$ cat src/rtl/ilv_pkg.sv
package ilv_pkg;

    typedef enum logic [1:0] {
        S_IDLE = 2'd0,
        S_RUN  = 2'd1,
        S_FIN  = 2'd2
    } seq_state_t;

    typedef struct packed {
        logic inc;
        logic scat;
    } side_cfg_t;

    localparam int NUM_SIDES = 2;
    localparam int SIDE_SRC  = 0;
    localparam int SIDE_DST  = 1;

endpackage

$ cat src/rtl/ilv_pattern_table.sv
module ilv_pattern_table
    import ilv_pkg::*;
#(
    parameter int ADDR_W = 32,
    parameter int LEN_W  = 16,
    parameter int CNT_W  = 16,
    parameter int DEPTH  = 16,
    parameter int IDX_W  = 4,
    parameter int ENT_W  = 5
) (
    input  logic              clk,
    input  logic              rst_n,
    input  logic              lock,
    input  logic              hdr_we,
    input  logic [ADDR_W-1:0] hdr_src_base,
    input  logic [ADDR_W-1:0] hdr_dst_base,
    input  side_cfg_t         hdr_src_cfg,
    input  side_cfg_t         hdr_dst_cfg,
    input  logic [1:0]        hdr_dir,
    input  logic [CNT_W-1:0]  hdr_frames,
    input  logic [ENT_W-1:0]  hdr_entries,
    input  logic              ent_we,
    input  logic [IDX_W-1:0]  ent_idx,
    input  logic [LEN_W-1:0]  ent_size,
    input  logic [LEN_W-1:0]  ent_gap,
    input  logic [IDX_W-1:0]  rd_idx,
    output logic [ADDR_W-1:0] src_base,
    output logic [ADDR_W-1:0] dst_base,
    output side_cfg_t         src_cfg,
    output side_cfg_t         dst_cfg,
    output logic [1:0]        dir,
    output logic [CNT_W-1:0]  frames,
    output logic [ENT_W-1:0]  entries,
    output logic [LEN_W-1:0]  rd_size,
    output logic [LEN_W-1:0]  rd_gap,
    output logic              has_data
);

    logic [LEN_W-1:0] size_q [DEPTH];
    logic [LEN_W-1:0] gap_q  [DEPTH];
    logic [DEPTH-1:0] nz;

    // header registers, frozen while a transfer runs
    always_ff @(posedge clk or negedge rst_n) begin
        if (!rst_n) begin
            src_base <= '0;
            dst_base <= '0;
            src_cfg  <= '0;
            dst_cfg  <= '0;
            dir      <= '0;
            frames   <= '0;
            entries  <= '0;
        end else if (hdr_we && !lock) begin
            src_base <= hdr_src_base;
            dst_base <= hdr_dst_base;
            src_cfg  <= hdr_src_cfg;
            dst_cfg  <= hdr_dst_cfg;
            dir      <= hdr_dir;
            frames   <= hdr_frames;
            entries  <= hdr_entries;
        end
    end

    // entry storage
    always_ff @(posedge clk or negedge rst_n) begin
        if (!rst_n) begin
            for (int i = 0; i < DEPTH; i++) begin
                size_q[i] <= '0;
                gap_q[i]  <= '0;
            end
        end else if (ent_we && !lock) begin
            size_q[ent_idx] <= ent_size;
            gap_q[ent_idx]  <= ent_gap;
        end
    end

    assign rd_size = size_q[rd_idx];
    assign rd_gap  = gap_q[rd_idx];

    // does any used entry carry at least one byte
    for (genvar i = 0; i < DEPTH; i++) begin : g_nz
        assign nz[i] = (ENT_W'(i) < entries) && (size_q[i] != '0);
    end

    assign has_data = |nz;

    AST_TABLE_LOCKED: assert property (@(posedge clk) disable iff (!rst_n)
        lock |=> $stable(frames) && $stable(entries) && $stable(dir))
        else $error("header changed while locked");

endmodule

$ cat src/rtl/ilv_side_addr.sv
module ilv_side_addr
    import ilv_pkg::*;
#(
    parameter int ADDR_W = 32,
    parameter int LEN_W  = 16
) (
    input  logic              clk,
    input  logic              rst_n,
    input  logic              active,
    input  logic              load,
    input  logic [ADDR_W-1:0] base,
    input  side_cfg_t         cfg,
    input  logic              step,
    input  logic              chunk_end,
    input  logic              skip,
    input  logic [LEN_W-1:0]  gap,
    output logic [ADDR_W-1:0] addr
);

    logic [ADDR_W-1:0] addr_q;
    logic [ADDR_W-1:0] jump;

    // skip only counts on a scattering side
    assign jump = cfg.scat ? ADDR_W'(gap) : '0;

    always_ff @(posedge clk or negedge rst_n) begin
        if (!rst_n) begin
            addr_q <= '0;
        end else if (load) begin
            addr_q <= base;
        end else if (cfg.inc) begin
            if (step) begin
                addr_q <= addr_q + ADDR_W'(1) + (chunk_end ? jump : '0);
            end else if (skip) begin
                addr_q <= addr_q + jump;
            end
        end
    end

    assign addr = addr_q;

    AST_FIXED_SIDE: assert property (@(posedge clk) disable iff (!rst_n)
        active && !cfg.inc |-> addr_q == base)
        else $error("fixed side moved");

    AST_CONTIG_STEP: assert property (@(posedge clk) disable iff (!rst_n)
        active && step && cfg.inc && !cfg.scat |=> addr_q == $past(addr_q) + ADDR_W'(1))
        else $error("contiguous side did not step by one");

endmodule

$ cat src/rtl/ilv_seq_fsm.sv
module ilv_seq_fsm
    import ilv_pkg::*;
#(
    parameter int LEN_W = 16,
    parameter int CNT_W = 16,
    parameter int IDX_W = 4,
    parameter int ENT_W = 5
) (
    input  logic             clk,
    input  logic             rst_n,
    input  logic             start,
    input  logic [CNT_W-1:0] frames,
    input  logic [ENT_W-1:0] entries,
    input  logic             has_data,
    input  logic [LEN_W-1:0] cur_size,
    input  logic             ready,
    output logic [IDX_W-1:0] rd_idx,
    output logic             valid,
    output logic             step,
    output logic             chunk_end,
    output logic             skip,
    output logic             load,
    output logic             busy,
    output logic             done
);

    seq_state_t       state_q, state_d;
    logic [IDX_W-1:0] idx_q;
    logic [CNT_W-1:0] frm_q;
    logic [LEN_W-1:0] boff_q;

    logic zero_ent, run_last, xfer, seg_end, last_ent, last_frm, fin, start_ok;

    assign zero_ent = (cur_size == '0);
    assign run_last = (boff_q == cur_size - LEN_W'(1));
    assign xfer     = (state_q == S_RUN) && !zero_ent && ready;
    assign seg_end  = (state_q == S_RUN) && (zero_ent || (xfer && run_last));
    assign last_ent = (ENT_W'(idx_q) == entries - ENT_W'(1));
    assign last_frm = (frm_q == frames - CNT_W'(1));
    assign fin      = seg_end && last_ent && last_frm;
    assign start_ok = (frames != '0) && (entries != '0) && has_data;

    // state register
    always_ff @(posedge clk or negedge rst_n) begin
        if (!rst_n) state_q <= S_IDLE;
        else        state_q <= state_d;
    end

    // next state
    always_comb begin
        state_d = state_q;
        unique case (state_q)
            S_IDLE: if (start) state_d = start_ok ? S_RUN : S_FIN;
            S_RUN:  if (fin)   state_d = S_FIN;
            S_FIN:             state_d = S_IDLE;
            default:           state_d = S_IDLE;
        endcase
    end

    // position counters: entry index, repetition, byte within run
    always_ff @(posedge clk or negedge rst_n) begin
        if (!rst_n) begin
            idx_q  <= '0;
            frm_q  <= '0;
            boff_q <= '0;
        end else if (state_q == S_IDLE && start) begin
            idx_q  <= '0;
            frm_q  <= '0;
            boff_q <= '0;
        end else if (seg_end) begin
            boff_q <= '0;
            if (last_ent) begin
                idx_q <= '0;
                frm_q <= frm_q + CNT_W'(1);
            end else begin
                idx_q <= idx_q + IDX_W'(1);
            end
        end else if (xfer) begin
            boff_q <= boff_q + LEN_W'(1);
        end
    end

    // outputs
    always_comb begin
        valid     = 1'b0;
        skip      = 1'b0;
        load      = 1'b0;
        busy      = 1'b1;
        done      = 1'b0;
        unique case (state_q)
            S_IDLE: begin
                busy = 1'b0;
                load = start;
            end
            S_RUN: begin
                valid = !zero_ent;
                skip  = zero_ent;
            end
            S_FIN: done = 1'b1;
            default: busy = 1'b0;
        endcase
        step      = xfer;
        chunk_end = xfer && run_last;
    end

    assign rd_idx = idx_q;

    AST_DONE_PULSE: assert property (@(posedge clk) disable iff (!rst_n)
        done |=> !done && !busy)
        else $error("done longer than one cycle");

    AST_IDLE_QUIET: assert property (@(posedge clk) disable iff (!rst_n)
        !busy |-> !valid && !done)
        else $error("activity while idle");

    AST_HOLD_OFFER: assert property (@(posedge clk) disable iff (!rst_n)
        valid && !ready |=> valid)
        else $error("offer withdrawn without acceptance");

    AST_START_WHILE_BUSY: assert property (@(posedge clk) disable iff (!rst_n)
        (state_q == S_RUN) && start && !fin |=> (state_q == S_RUN))
        else $error("start disturbed a running transfer");

endmodule

$ cat src/rtl/ilv_addr_gen.sv
module ilv_addr_gen
    import ilv_pkg::*;
#(
    parameter int ADDR_W = 32,
    parameter int LEN_W  = 16,
    parameter int CNT_W  = 16,
    parameter int DEPTH  = 16,
    localparam int IDX_W = $clog2(DEPTH),
    localparam int ENT_W = $clog2(DEPTH + 1)
) (
    input  logic              clk,
    input  logic              rst_n,
    input  logic              hdr_we,
    input  logic [ADDR_W-1:0] hdr_src_base,
    input  logic [ADDR_W-1:0] hdr_dst_base,
    input  logic              hdr_src_inc,
    input  logic              hdr_src_scat,
    input  logic              hdr_dst_inc,
    input  logic              hdr_dst_scat,
    input  logic [1:0]        hdr_dir,
    input  logic [CNT_W-1:0]  hdr_frames,
    input  logic [ENT_W-1:0]  hdr_entries,
    input  logic              ent_we,
    input  logic [IDX_W-1:0]  ent_idx,
    input  logic [LEN_W-1:0]  ent_size,
    input  logic [LEN_W-1:0]  ent_gap,
    input  logic              start,
    input  logic              ap_ready,
    output logic              ap_valid,
    output logic [ADDR_W-1:0] ap_src,
    output logic [ADDR_W-1:0] ap_dst,
    output logic [1:0]        ap_dir,
    output logic              busy,
    output logic              done
);

    logic [ADDR_W-1:0] base   [NUM_SIDES];
    side_cfg_t         cfg    [NUM_SIDES];
    logic [ADDR_W-1:0] addr   [NUM_SIDES];
    logic [CNT_W-1:0]  frames;
    logic [ENT_W-1:0]  entries;
    logic [IDX_W-1:0]  rd_idx;
    logic [LEN_W-1:0]  rd_size, rd_gap;
    logic              has_data, step, chunk_end, skip, load;

    ilv_pattern_table #(
        .ADDR_W(ADDR_W), .LEN_W(LEN_W), .CNT_W(CNT_W),
        .DEPTH(DEPTH), .IDX_W(IDX_W), .ENT_W(ENT_W)
    ) i_table (
        .clk         (clk),
        .rst_n       (rst_n),
        .lock        (busy),
        .hdr_we      (hdr_we),
        .hdr_src_base(hdr_src_base),
        .hdr_dst_base(hdr_dst_base),
        .hdr_src_cfg ('{inc: hdr_src_inc, scat: hdr_src_scat}),
        .hdr_dst_cfg ('{inc: hdr_dst_inc, scat: hdr_dst_scat}),
        .hdr_dir     (hdr_dir),
        .hdr_frames  (hdr_frames),
        .hdr_entries (hdr_entries),
        .ent_we      (ent_we),
        .ent_idx     (ent_idx),
        .ent_size    (ent_size),
        .ent_gap     (ent_gap),
        .rd_idx      (rd_idx),
        .src_base    (base[SIDE_SRC]),
        .dst_base    (base[SIDE_DST]),
        .src_cfg     (cfg[SIDE_SRC]),
        .dst_cfg     (cfg[SIDE_DST]),
        .dir         (ap_dir),
        .frames      (frames),
        .entries     (entries),
        .rd_size     (rd_size),
        .rd_gap      (rd_gap),
        .has_data    (has_data)
    );

    ilv_seq_fsm #(
        .LEN_W(LEN_W), .CNT_W(CNT_W), .IDX_W(IDX_W), .ENT_W(ENT_W)
    ) i_fsm (
        .clk      (clk),
        .rst_n    (rst_n),
        .start    (start),
        .frames   (frames),
        .entries  (entries),
        .has_data (has_data),
        .cur_size (rd_size),
        .ready    (ap_ready),
        .rd_idx   (rd_idx),
        .valid    (ap_valid),
        .step     (step),
        .chunk_end(chunk_end),
        .skip     (skip),
        .load     (load),
        .busy     (busy),
        .done     (done)
    );

    for (genvar s = 0; s < NUM_SIDES; s++) begin : g_side
        ilv_side_addr #(
            .ADDR_W(ADDR_W), .LEN_W(LEN_W)
        ) i_side (
            .clk      (clk),
            .rst_n    (rst_n),
            .active   (busy),
            .load     (load),
            .base     (base[s]),
            .cfg      (cfg[s]),
            .step     (step),
            .chunk_end(chunk_end),
            .skip     (skip),
            .gap      (rd_gap),
            .addr     (addr[s])
        );
    end

    assign ap_src = addr[SIDE_SRC];
    assign ap_dst = addr[SIDE_DST];

    AST_PAIR_HOLD: assert property (@(posedge clk) disable iff (!rst_n)
        ap_valid && !ap_ready |=> $stable(ap_src) && $stable(ap_dst))
        else $error("pair changed while stalled");

    AST_DIR_STABLE: assert property (@(posedge clk) disable iff (!rst_n)
        busy && !done |=> $stable(ap_dir))
        else $error("direction changed during transfer");

endmodule

$ cat config.mk
export PLATFORM = sky130hd
export DESIGN_NAME = ilv_addr_gen
export DESIGN_NICKNAME = d
export VERILOG_FILES = /design/src/rtl/ilv_pkg.sv /design/src/rtl/ilv_pattern_table.sv /design/src/rtl/ilv_side_addr.sv /design/src/rtl/ilv_seq_fsm.sv /design/src/rtl/ilv_addr_gen.sv
export SDC_FILE = /design/constraint.sdc
export NUM_CORES = 1
export LEC_CHECK = 0
export BUFFER_PORTS_ARGS = -buffer_cell sky130_fd_sc_hd__buf_2
export CAP_MARGIN = 25
export CORE_MARGIN = 3
export CORE_UTILIZATION = 62
export CTS_CLUSTER_SIZE = 10
export DETAILED_ROUTE_END_ITERATION = 12
export HOLD_SLACK_MARGIN = 0.03
export PLACE_DENSITY = 0.8
export SETUP_SLACK_MARGIN = 0.05
export SYNTH_ARGS = -nofsm -noshare
export SYNTH_HDL_FRONTEND = slang
export SYNTH_HIERARCHICAL = 1
export SYNTH_SLANG_ARGS = --single-unit
$ cat constraint.sdc
create_clock -name clk -period 8.9 [get_ports clk]
set_input_delay 1.335 -clock clk [delete_from_list [all_inputs] [get_ports clk]]
set_output_delay 1.335 -clock clk [all_outputs]
set_load 0.02 [all_outputs]
==> flow_metrics.py <==
metrics = {
    "route": {
        "wl_per_cell_um": 25.71,
        "wl_met3_mm": 8.121,
        "drt_pre_antenna_iters": 7,
        "dr.max_layer_used": "met5",
        "m1WireLength_mm": 42.75,
        "finalWirelength_mm": 101.4,
        "wl_met2_mm": 47.53,
        "drc": 0,
        "final_antenna_net_count": 0,
        "drt_iter0_markers": 2292,
        "vias_per_cell": 6.788,
        "vias": 26786,
    },
    "logic_synthesis": {
        "synth_common_cells": "705 x dfrtp_1, 595 x mux2_2, 130 x nand2_1",
        "synth.most_common_cell": "dfrtp_1",
        "synth.distinct_cells": 98,
        "synthCells": 3018,
        "synth-edff-count": 0,
        "synth_largest_area_cell": "dfrtp_1",
        "async_reset_ff_share_pct": 100.0,
        "synth-seq-cells": 705,
        "syn_area_um2": 38120,
        "synth.top_cell.area_share_pct": 46.28,
        "synthTopCellsByArea": "dfrtp_1 46%, mux2_2 18%, mux4_2 6.5%",
        "ys_seq_area_share_pct": 46.28,
        "synth.net_count": 3223,
        "syn_avg_cell_area_um2": 12.63,
        "yosys_warnings": 6,
        "synth-main-ff-cell": "dfrtp_1",
    },
    "global_routing": {
        "grt_first_pass_wirelength_mm": 156.8,
        "grt_pass1_vias": 27452,
        "antenna_found_initial": 8,
        "grt_usage_pct": 31.45,
        "overflow": 0,
        "grt_start_max_net_pins": 182,
    },
    "worst_hold_path": {
        "min_path_type": "flip-flop to flip-flop",
        "min-delay-start": "i_table/dst_base[9]",
        "whs_path_depth": 2,
    },
    "place": {
        "placed_area_um2": 39520,
        "gp_congestion": 0.9491,
        "dp_hpwl_mm": 67.73,
        "numPortBuffers": 201,
        "dp_slack_ps": 1310,
    },
    "floorplanning": {
        "die_h_um": 254.0,
        "pin_count": 202,
        "design.die.area_um2": 64490,
        "die_x_um": 254.0,
        "rows": 90,
        "fp.coreArea_um2": 60580,
        "start_util_pct": 62.92,
    },
    "pwr": {
        "p_total_mw": 14.55,
        "p_leak_nw": 18.27,
        "ir_drop_uv": 185.4,
        "p_per_area_nw_per_um2": 348.1,
    },
    "sta": {
        "fin_worst_skew_ps": 38.15,
        "grt_setup_unrepaired": "no",
        "hold_viol": 0,
        "tns_ps": 0,
        "max_freq_ghz": 0.1299,
        "finalCritPeriodShare_pct": 86.52,
        "period_minus_slack_ps": 7700,
        "slew_viol_final": 0,
        "tightest_slew_ps": 1071,
        "setup_slack_ps": 1200,
        "setup_violations": 0,
        "max_slew_margin_pct": 27.94,
    },
    "final_layout": {
        "design_area_um2": 41800,
        "drive_gt1_share_pct": 34.46,
        "fin_util_pct": 69.00,
        "synthToLayoutAreaGrowth_pct": 9.670,
        "fin_nets": 3351,
        "n_fill_cell": 4123,
    },
    "cts": {
        "ctsResizeCount": 0,
        "post_cts_buffers": 0,
        "clkSinkCount": 705,
        "cts_root_buf": "clkbuf_16",
        "cts_hold_buf": 0,
        "cts_buffers": 81,
        "cts_tree": "done",
        "clockBufferDepth": 3,
        "cts_max_level": 3,
        "path_clk_slew_ps": 60,
        "clk_latency_ps": 650,
    },
    "critical_path": {
        "cp_max_fo": 41,
        "worst_setup_path_start_kind": "flip-flop",
        "crit-reg2reg-launch": "i_fsm/rd_idx[0]",
        "ff2ff_path_depth": 19,
        "path_class": "flip-flop to flip-flop",
        "startpoint": "i_fsm/rd_idx[0]",
        "crit_required_ps": 9430,
        "crit_arrival_ps": 8230,
        "cp-end-kind": "flip-flop",
    },
    "run": {
        "drv_cap": 0,
    },
    "status": {
        "status": "complete, no violations",
    },
}
-- final cells by class --
type | count | area [um2] | share of cell area, %
Antenna cell | 4 | 10.01 | 0.02394
Clock buffer | 88 | 2074 | 4.963
Clock inverter | 9 | 157.7 | 0.3771
Inverter | 50 | 187.7 | 0.4490
Multi-Input combinational cell | 2067 | 19380 | 46.35
Sequential cell | 705 | 17650 | 42.23
Tap cell | 782 | 978.4 | 2.341
Timing Repair Buffer | 241 | 1366 | 3.268
-- worst paths after layout --
| check | end | slack (ps) |
|---|---|---|
| worst max-delay path | g_side[0].i_side/addr[23] | 1200 |
| worst min-delay path | g_side[1].i_side/addr[9] | 480 |
| worst max register to register | g_side[0].i_side/addr[23] | 1200 |
| worst min register to register | g_side[1].i_side/addr[9] | 480 |
| max in group asynchronous | i_table/gap_q[60] | 5930 |
| min in group asynchronous | i_table/frames[8] | 780 |
-- cell usage in the layout (no fill, tap or decap), drive strengths merged, types with 5 or more instances in the layout --
master and count:
nor3b 10, o21a 17, o22ai 5, o2111ai 9, nand3 48, inv 54
o21ai 102, xor2 54, mux2 611, a31oi 37, and2 38, or3 27
xnor2 68, or4 19, a22oi 5, nand2 130, a2111oi 6, clkbuf 88
or2 5, nor4 79, nor3 30, a221o 7, nand4 36, a21o 24
o211ai 24, ha 68, nand2b 19, mux4 160, o31ai 21, a211oi 13
buf 241, mux2i 16, a21oi 94, nor2 124, and3 63, nor2b 14
nand4b 6, dfrtp 705
-- where the power goes --
part	internal (mW)	switching [mW]
clock network	1.68	1.27
registers	4.75	1.36
logic	2.74	2.75
-- flip-flops by register name, indices dropped and copies added, names as in the netlist, 4 cells and up --
register / count
i_fsm/frm_q: 16
i_table/frames: 16
i_table/dst_base: 32
g_side.i_side/addr: 64
i_table/size_q: 256
i_table/src_base: 32
i_table/gap_q: 256
i_fsm/rd_idx: 4
i_fsm/boff_q: 16
i_table/entries: 5
-- cells by family after synthesis --
family | share of synthesized area, %
fa+ha+maj | 2.528
compound gates | 7.218
simple gates | 9.749
flops | 46.28
buf+inv | 3.000
mux | 28.42
xor+xnor | 2.803
-- layer usage --
metal  GRT usage (%)  vias up
li1                -    11628
met1           43.71    13717
met2           50.39     1187
met3           6.192      246
met4           10.21        8
met5               0        -
-- stage by stage --
step / instances / hold WS, ps
2_1_floorplan: 3018 / 447.2
3_3_place_gp: 3843 / 459.3
3_5_place_dp: 3843 / 470.5
4_1_cts: 3940 / 484.8
5_1_grt: 3943 / 504.2
6_report: 3946 / 479.1
-- critical path: stages, from the launching register on --
cell and delay, ps:
dfrtp_4 930, buf_4 440, mux4_2 560, mux4_2 610, nor4_4 450, nand4_2 150, xnor2_1 170, or4b_4 550
nor4_4 660, buf_4 360, and3_1 180, ha_1 260, o21a_1 130, o31a_1 140, o41ai_1 600, nor3_1 170
o31ai_1 430, a21o_1 400, o21ai_0 180, a31oi_1 190
No activity file was read; power rests on OpenSTA's default activity.
